`config.mk`:
```
export PLATFORM = sky130hd
export DESIGN_NAME = bus_xcvr
export DESIGN_NICKNAME = d
export VERILOG_FILES = /design/src/rtl/xcvr_pkg.sv /design/src/rtl/xcvr_edge_detect.sv /design/src/rtl/xcvr_store.sv /design/src/rtl/xcvr_path.sv /design/src/rtl/bus_xcvr.sv
export SDC_FILE = /design/constraint.sdc
export NUM_CORES = 1
export LEC_CHECK = 0
export BUFFER_PORTS_ARGS = -buffer_cell sky130_fd_sc_hd__buf_2
export CORE_MARGIN = 2
export CORE_UTILIZATION = 45
export CTS_BUF_LIST = sky130_fd_sc_hd__clkbuf_8
export DETAILED_ROUTE_END_ITERATION = 7
export PLACE_DENSITY_LB_ADDON = 0.1
export SYNTH_ARGS = -nofsm -noshare
export SYNTH_HDL_FRONTEND = slang
export SYNTH_SLANG_ARGS = --single-unit
```
`constraint.sdc`:
```
create_clock -name clk -period 1.1 [get_ports clk]
set_input_delay 0.055 -clock clk [delete_from_list [all_inputs] [get_ports clk]]
set_output_delay 0.055 -clock clk [all_outputs]
set_load 0.02 [all_outputs]
```
`src/rtl/xcvr_pkg.sv`:
```
package xcvr_pkg;

  // Control levels of one data path.
  typedef struct packed {
    logic drive_n;  // active-low output drive
    logic pass;     // 1: transparent
    logic strobe;   // capture strobe, sampled by system clock
    logic cke_n;    // active-low strobe enable
  } xcvr_ctrl_t;

  localparam int unsigned NUM_DIRS = 2;
  localparam int unsigned DIR_AB   = 0;
  localparam int unsigned DIR_BA   = 1;

endpackage

```
`src/rtl/xcvr_edge_detect.sv`:
```
module xcvr_edge_detect (
  input  logic clk,
  input  logic rst,
  input  logic level,
  output logic rise
);
  // The history bit resets to 1 so a strobe already high after reset
  // is not taken as a fresh edge.
  logic level_q;

  always_ff @(posedge clk) begin
    if (rst) level_q <= 1'b1;
    else     level_q <= level;
  end

  assign rise = level & ~level_q;
endmodule

```
`src/rtl/xcvr_store.sv`:
```
module xcvr_store #(
  parameter int unsigned W = 18
) (
  input  logic         clk,
  input  logic         rst,
  input  logic         load,
  input  logic [W-1:0] d,
  output logic [W-1:0] q
);
  always_ff @(posedge clk) begin
    if (rst)       q <= '0;
    else if (load) q <= d;
  end
endmodule

```
`src/rtl/xcvr_path.sv`:
```
module xcvr_path
  import xcvr_pkg::*;
#(
  parameter int unsigned W = 18
) (
  input  logic         clk,
  input  logic         rst,
  input  xcvr_ctrl_t   ctrl,
  input  logic [W-1:0] src,
  output logic [W-1:0] dst,
  output logic         drive
);
  logic         strobe_rise;
  logic         load;
  logic [W-1:0] held;

  xcvr_edge_detect u_edge (
    .clk   (clk),
    .rst   (rst),
    .level (ctrl.strobe),
    .rise  (strobe_rise)
  );

  // Follow the source while transparent; otherwise take enabled rising strobes.
  assign load = ctrl.pass | (strobe_rise & ~ctrl.cke_n);

  xcvr_store #(.W(W)) u_store (
    .clk  (clk),
    .rst  (rst),
    .load (load),
    .d    (src),
    .q    (held)
  );

  assign dst   = ctrl.pass ? src : held;
  assign drive = ~ctrl.drive_n;
endmodule

```
`src/rtl/bus_xcvr.sv`:
```
module bus_xcvr
  import xcvr_pkg::*;
#(
  parameter int unsigned W = 18
) (
  input  logic         clk,
  input  logic         rst,
  input  logic [W-1:0] a_in,
  output logic [W-1:0] a_out,
  output logic         a_drv_en,
  input  logic [W-1:0] b_in,
  output logic [W-1:0] b_out,
  output logic         b_drv_en,
  input  logic         ab_drive_n,
  input  logic         ab_pass,
  input  logic         ab_strobe,
  input  logic         ab_cke_n,
  input  logic         ba_drive_n,
  input  logic         ba_pass,
  input  logic         ba_strobe,
  input  logic         ba_cke_n
);
  xcvr_ctrl_t                  ctrl [NUM_DIRS];
  logic [NUM_DIRS-1:0][W-1:0] src;
  logic [NUM_DIRS-1:0][W-1:0] dst;
  logic [NUM_DIRS-1:0]        drv;

  always_comb begin
    ctrl[DIR_AB] = '{drive_n: ab_drive_n, pass: ab_pass, strobe: ab_strobe, cke_n: ab_cke_n};
    ctrl[DIR_BA] = '{drive_n: ba_drive_n, pass: ba_pass, strobe: ba_strobe, cke_n: ba_cke_n};
  end

  assign src[DIR_AB] = a_in;
  assign src[DIR_BA] = b_in;

  for (genvar d = 0; d < NUM_DIRS; d++) begin : g_dir
    xcvr_path #(.W(W)) u_path (
      .clk   (clk),
      .rst   (rst),
      .ctrl  (ctrl[d]),
      .src   (src[d]),
      .dst   (dst[d]),
      .drive (drv[d])
    );
  end

  assign b_out    = dst[DIR_AB];
  assign b_drv_en = drv[DIR_AB];
  assign a_out    = dst[DIR_BA];
  assign a_drv_en = drv[DIR_BA];
endmodule

```
; Yosys cells after proc, flatten, opt, wreduce, memory -nomap -nowiden
; Cells that the tools add are included.
[op_classes]
bitwise = 12
n_mux = 2
[op_table]
columns = operator, n
row1 = 18-bit two-way mux, 2
row2 = 1-bit inverter, 6
row3 = 1-bit AND, 4
row4 = 1-bit bitwise OR, 2
[word_totals]
word_cells = 18
inputBits = 46
out_inout_bits = 38
register_bits = 38

; Longest topological paths before layout
[depth]
depth_word = 4
depth_mapped = 5
depth_no_buf = 3

; Hierarchy
; From an unflattened synthesis, not the netlist that was laid out.
[hier_totals]
hier_cells = 168
hier_area_um2 = 1931.9
[by_module_without_submodules]
columns = module, seq_area_each_um2, cells_each, area_each_um2, n_inst
row1 = xcvr_store, 360.3, 58, 649.4, 2
row2 = xcvr_path, 0.0, 23, 284.0, 2
row3 = xcvr_edge_detect, 20.0, 3, 32.5, 2

; Worst setup path before layout
; Ideal clock, no wire load.
[synth_path]
path_type = reg-to-reg
start = register g_dir[0].u_path.u_edge.level_q
end = register g_dir[0].u_path.u_store.q[0]
synth_period_minus_slack_ps = 990
setup_slack_ps = 110
path_buffers = 2
setup_ps = 72
required_time_ps = 1028
arrival_ps = 919
stages_incl_launch_ff = 6
cell_sequence = dfxtp_1 nor2_1 a21oi_2 buf_6 buf_12 mux2i_1
[synth_between]
elab_chain_len = 4
[synth_lines]
columns = element, line_no
row1 = start: declaration, xcvr_edge_detect.sv:9  ; logic level_q;
row2 = start signal: assignment, xcvr_edge_detect.sv:13  ; else level_q <= level;
row3 = 1-bit inverter, xcvr_edge_detect.sv:16  ; assign rise = level & ~level_q;
row4 = 1-bit AND, xcvr_edge_detect.sv:16
row5 = 1-bit AND, xcvr_path.sv:25  ; assign load = ctrl.pass | (strobe_rise & ~ctrl.cke_n);
row6 = 1-bit bitwise OR, xcvr_path.sv:25
row7 = end signal: assignment, xcvr_store.sv:11  ; if (rst) q <= '0;
row8 = end signal: assignment, xcvr_store.sv:12  ; else if (load) q <= d;
row9 = end: declaration, xcvr_store.sv:8  ; output logic [W-1:0] q
; No other way between the ends.
; A chain may end at the register's enable or synchronous reset.

; Final worst setup path
[layout_path]
start = register g_dir[1].u_path.u_edge.level_q
end = register g_dir[1].u_path.u_store.q[16]
[layout_between]
elab_chain_len = 4
[layout_lines]
columns = element, line_no
row1 = start: declaration, xcvr_edge_detect.sv:9
row2 = start signal: assignment, xcvr_edge_detect.sv:13
row3 = 1-bit inverter, xcvr_edge_detect.sv:16
row4 = 1-bit AND, xcvr_edge_detect.sv:16
row5 = 1-bit AND, xcvr_path.sv:25
row6 = 1-bit bitwise OR, xcvr_path.sv:25
row7 = end signal: assignment, xcvr_store.sv:11
row8 = end signal: assignment, xcvr_store.sv:12
row9 = end: declaration, xcvr_store.sv:8
; No other way between the ends.

==> flow_metrics.py <==
metrics = {
    "floorplan": {
        "die_area_um2": 5350,
        "coreArea_um2": 4660,
        "initial_utilization_pct": 46.2,
        "die_x_um": 73.2,
        "ios": 84,
        "rows": 25,
        "die-height_um": 73.2,
    },
    "synth": {
        "syn_nets": 252,
        "yosysSeqAreaShare_pct": 35.3,
        "netlist_area_um2": 2150,
        "synth_area_per_cell_um2": 10.5,
        "synth.distinct_cells": 13,
        "ys.warnings.count": 0,
        "syn-instance-count": 206,
        "synth-seq-cells": 38,
    },
    "critical_path": {
        "critPathKind": "reg -> reg",
        "critical_path_buf_inv_count": 1,
        "end_kind": "register",
        "cp_slowest_cell": "dfxtp_2",
        "startpoint": "g_dir[1].u_path.u_edge.level_q",
        "endpoint": "g_dir[1].u_path.u_store.q[16]",
        "reg2reg_from": "g_dir[1].u_path.u_edge.level_q",
        "cp_top_family": "flip-flops",
        "cp_num_cells": 4,
        "max_stage_delay_ns": 0.33,
        "crit_chain": "nor2_2 > a21oi_4 > clkbuf_16 > mux2i_1",
        "crit_path_max_fanout": 5,
        "required_ns": 1.30,
        "r2r-end": "g_dir[1].u_path.u_store.q[16]",
        "startpoint_type": "register",
        "r2r_setup_slack_ns": -0.004,
        "cp.arrival_ns": 1.31,
        "r2r_cells": 4,
    },
    "global_route": {
        "gr-usage-all-layers_pct": 14.7,
        "busiest_layer": "met2",
        "grt-ovfl-total": 0,
        "grt_max_degree": 54,
        "grt_pass1_wl_um": 6280,
        "use_met3_pct": 3.87,
        "first_global_vias": 1487,
        "grt_use_met2_pct": 25.0,
        "use_met1_pct": 18.0,
        "antenna_found_initial": 0,
    },
    "sta": {
        "fin_skew_ns": 0.00715,
        "slew_headroom_pct": 79.3,
        "fin_crit_sh_pct": 100,
        "worst_pin_slew_ns": 0.311,
        "setup_viol": 1,
        "whs_ns": 0.0236,
        "fmax_mhz": 906,
        "setup_ws_ns": -0.00408,
        "slew_viol_final": 0,
        "finalCriticalPeriod_ns": 1.10,
        "hold_viol": 0,
        "rsz0062_at_grt": "true",
    },
    "final_layout": {
        "final_common_cell": "nand2b_1",
        "final_cell_area_um2": 3020,
        "final_cell_mix": "nand2b_1 (72), buf_2 (67), mux2_2 (35), mux2i_1 (35), dfxtp_1 (24)",
        "fin_cells": 349,
        "syn2layout_area_growth_pct": 40.0,
        "post_route_cells_drive_above_1_share_pct": 54.2,
        "diodes": 0,
        "postLayoutCoreUtil_pct": 64.7,
        "nets": 340,
    },
    "power_and_ir_drop": {
        "p_clk_share_pct": 31.8,
        "leakagePower_nw": 1.42,
        "internal-power_mw": 2.65,
        "ir_drop_v": 0.000584,
        "powerDensity_nw_per_um2": 1200,
        "seqPwrFrac_pct": 42.1,
        "pwr-share-comb_pct": 26.1,
        "switchingPower_mw": 0.958,
        "sw_frac_of_total_pct": 26.5,
    },
    "placed_design": {
        "place.gp.congestion": 0.733,
        "hpwlAfterDp_um": 2830,
        "portBuffers": 83,
        "place_area_um2": 2620,
        "dp_cells": 334,
    },
    "cts": {
        "cts_root_buffer": "clkbuf_8",
        "clockBufferDepth": 2,
        "cts_buffers": 5,
        "clk_pin_slew_ns": 0.08,
        "insertion_delay_ns": 0.28,
        "clock_sinks": 38,
        "htreeDepth": 2,
        "tritoncts": "built",
    },
    "min_path": {
        "worstHoldPathCells": 3,
        "hp-class": "in -> reg",
    },
    "drt": {
        "drt_iter0_markers": 46,
        "dr_total_vias": 1660,
        "drc_errors": 0,
        "drtAntennaViolNets": 0,
        "wire_per_inst_um": 12.6,
        "dr.pass1.iters": 4,
        "routed_via_density": 4.76,
        "wirelength_um": 4390,
    },
    "outcome": {
        "violations": "negative setup slack",
        "outcome": "finished with violations",
    },
    "run": {
        "cap_violations": 0,
    },
}
-- timing repair --
item                                   in CTS  in global routing
setup buffers                               0                  1
setup endpoints to repair                   0                 36
endpoints found under the hold margin       2                  0
resized for setup                           0                 49
hold buffers                                2                  0
-- cell families after synthesis --
group	Yosys count	synth area share, %
mux	72	35.6
compound gates	2	0.814
flops	38	35.3
buf+inv	18	6.45
simple gates	76	21.8
-- cell type report --
class,count,area (um2)
multi-input combinational,150,1280
timing repair buffer,97,772
tap,54,67.6
clock buffer,5,68.8
clock inverter,3,40.0
inverter,2,7.51
fill,385,1650
sequential,38,778
-- how the worst min path moves through the flow --
stage | end | slack (ns) | start
floorplan | g_dir[0].u_path.u_edge.level_q | 0.16 | ab_strobe
global placement | g_dir[0].u_path.u_edge.level_q | 0.27 | ab_strobe
detailed placement | g_dir[1].u_path.u_edge.level_q | 0.28 | ba_strobe
CTS | g_dir[0].u_path.u_store.q[11] | 0.02 | a_in[11]
global route | g_dir[1].u_path.u_store.q[1] | 0.02 | b_in[1]
finish | g_dir[0].u_path.u_store.q[14] | 0.02 | a_in[14]
-- power by group through the flow --
stage,logic (mW),clock network (mW),registers (mW)
after floorplan,0.564,0,1.53
after global placement,0.799,0,1.54
after detailed placement,0.805,0,1.54
after CTS,0.813,1.18,1.51
after global routing,1.01,1.24,1.53
final,0.943,1.15,1.52
-- synth_stat cells, drive strengths merged --
cell	count	share of area, %
inv	2	0.35
buf	9	4.9
mux2i	36	17
a21oi	2	0.81
nand2b	72	21
dfxtp	38	35
nor2	2	0.35
mux2	36	19
or2	2	0.58
clkbuf	7	1.2
-- flip-flops by register name (all words and copies together) (netlist names) --
name and cells:
g_dir.u_path.u_edge.level_q 2, g_dir.u_path.u_store.q 36
-- worst register-to-register path: cells and delay by family (launching register included) --
family / cells / cell delay (ns)
muxes: 1 / 0.18
and+or+nand+nor: 1 / 0.05
AOI/OAI and AO/OA: 1 / 0.26
DFF: 1 / 0.33
buffers and inverters: 1 / 0.22
-- metal layers --
layer | wire length [um] | vias to the layer above
met3 | 212 | 4
met5 | 0 | -
met1 | 1990 | 759
met2 | 2150 | 44
met4 | 36 | 0
li1 | - | 853
-- through the flow --
step | setup slack [ns] | total power, mW | setup TNS, ns
after floorplan | 0.110 | 2.09 | 0
after global placement | 0.0959 | 2.34 | 0
after detailed placement | 0.0894 | 2.35 | 0
after CTS | 0.0154 | 3.51 | 0
after global routing | -0.0565 | 3.78 | -0.412
final | -0.00408 | 3.61 | -0.00408
Note: power is estimated with default switching activity, not from simulation.
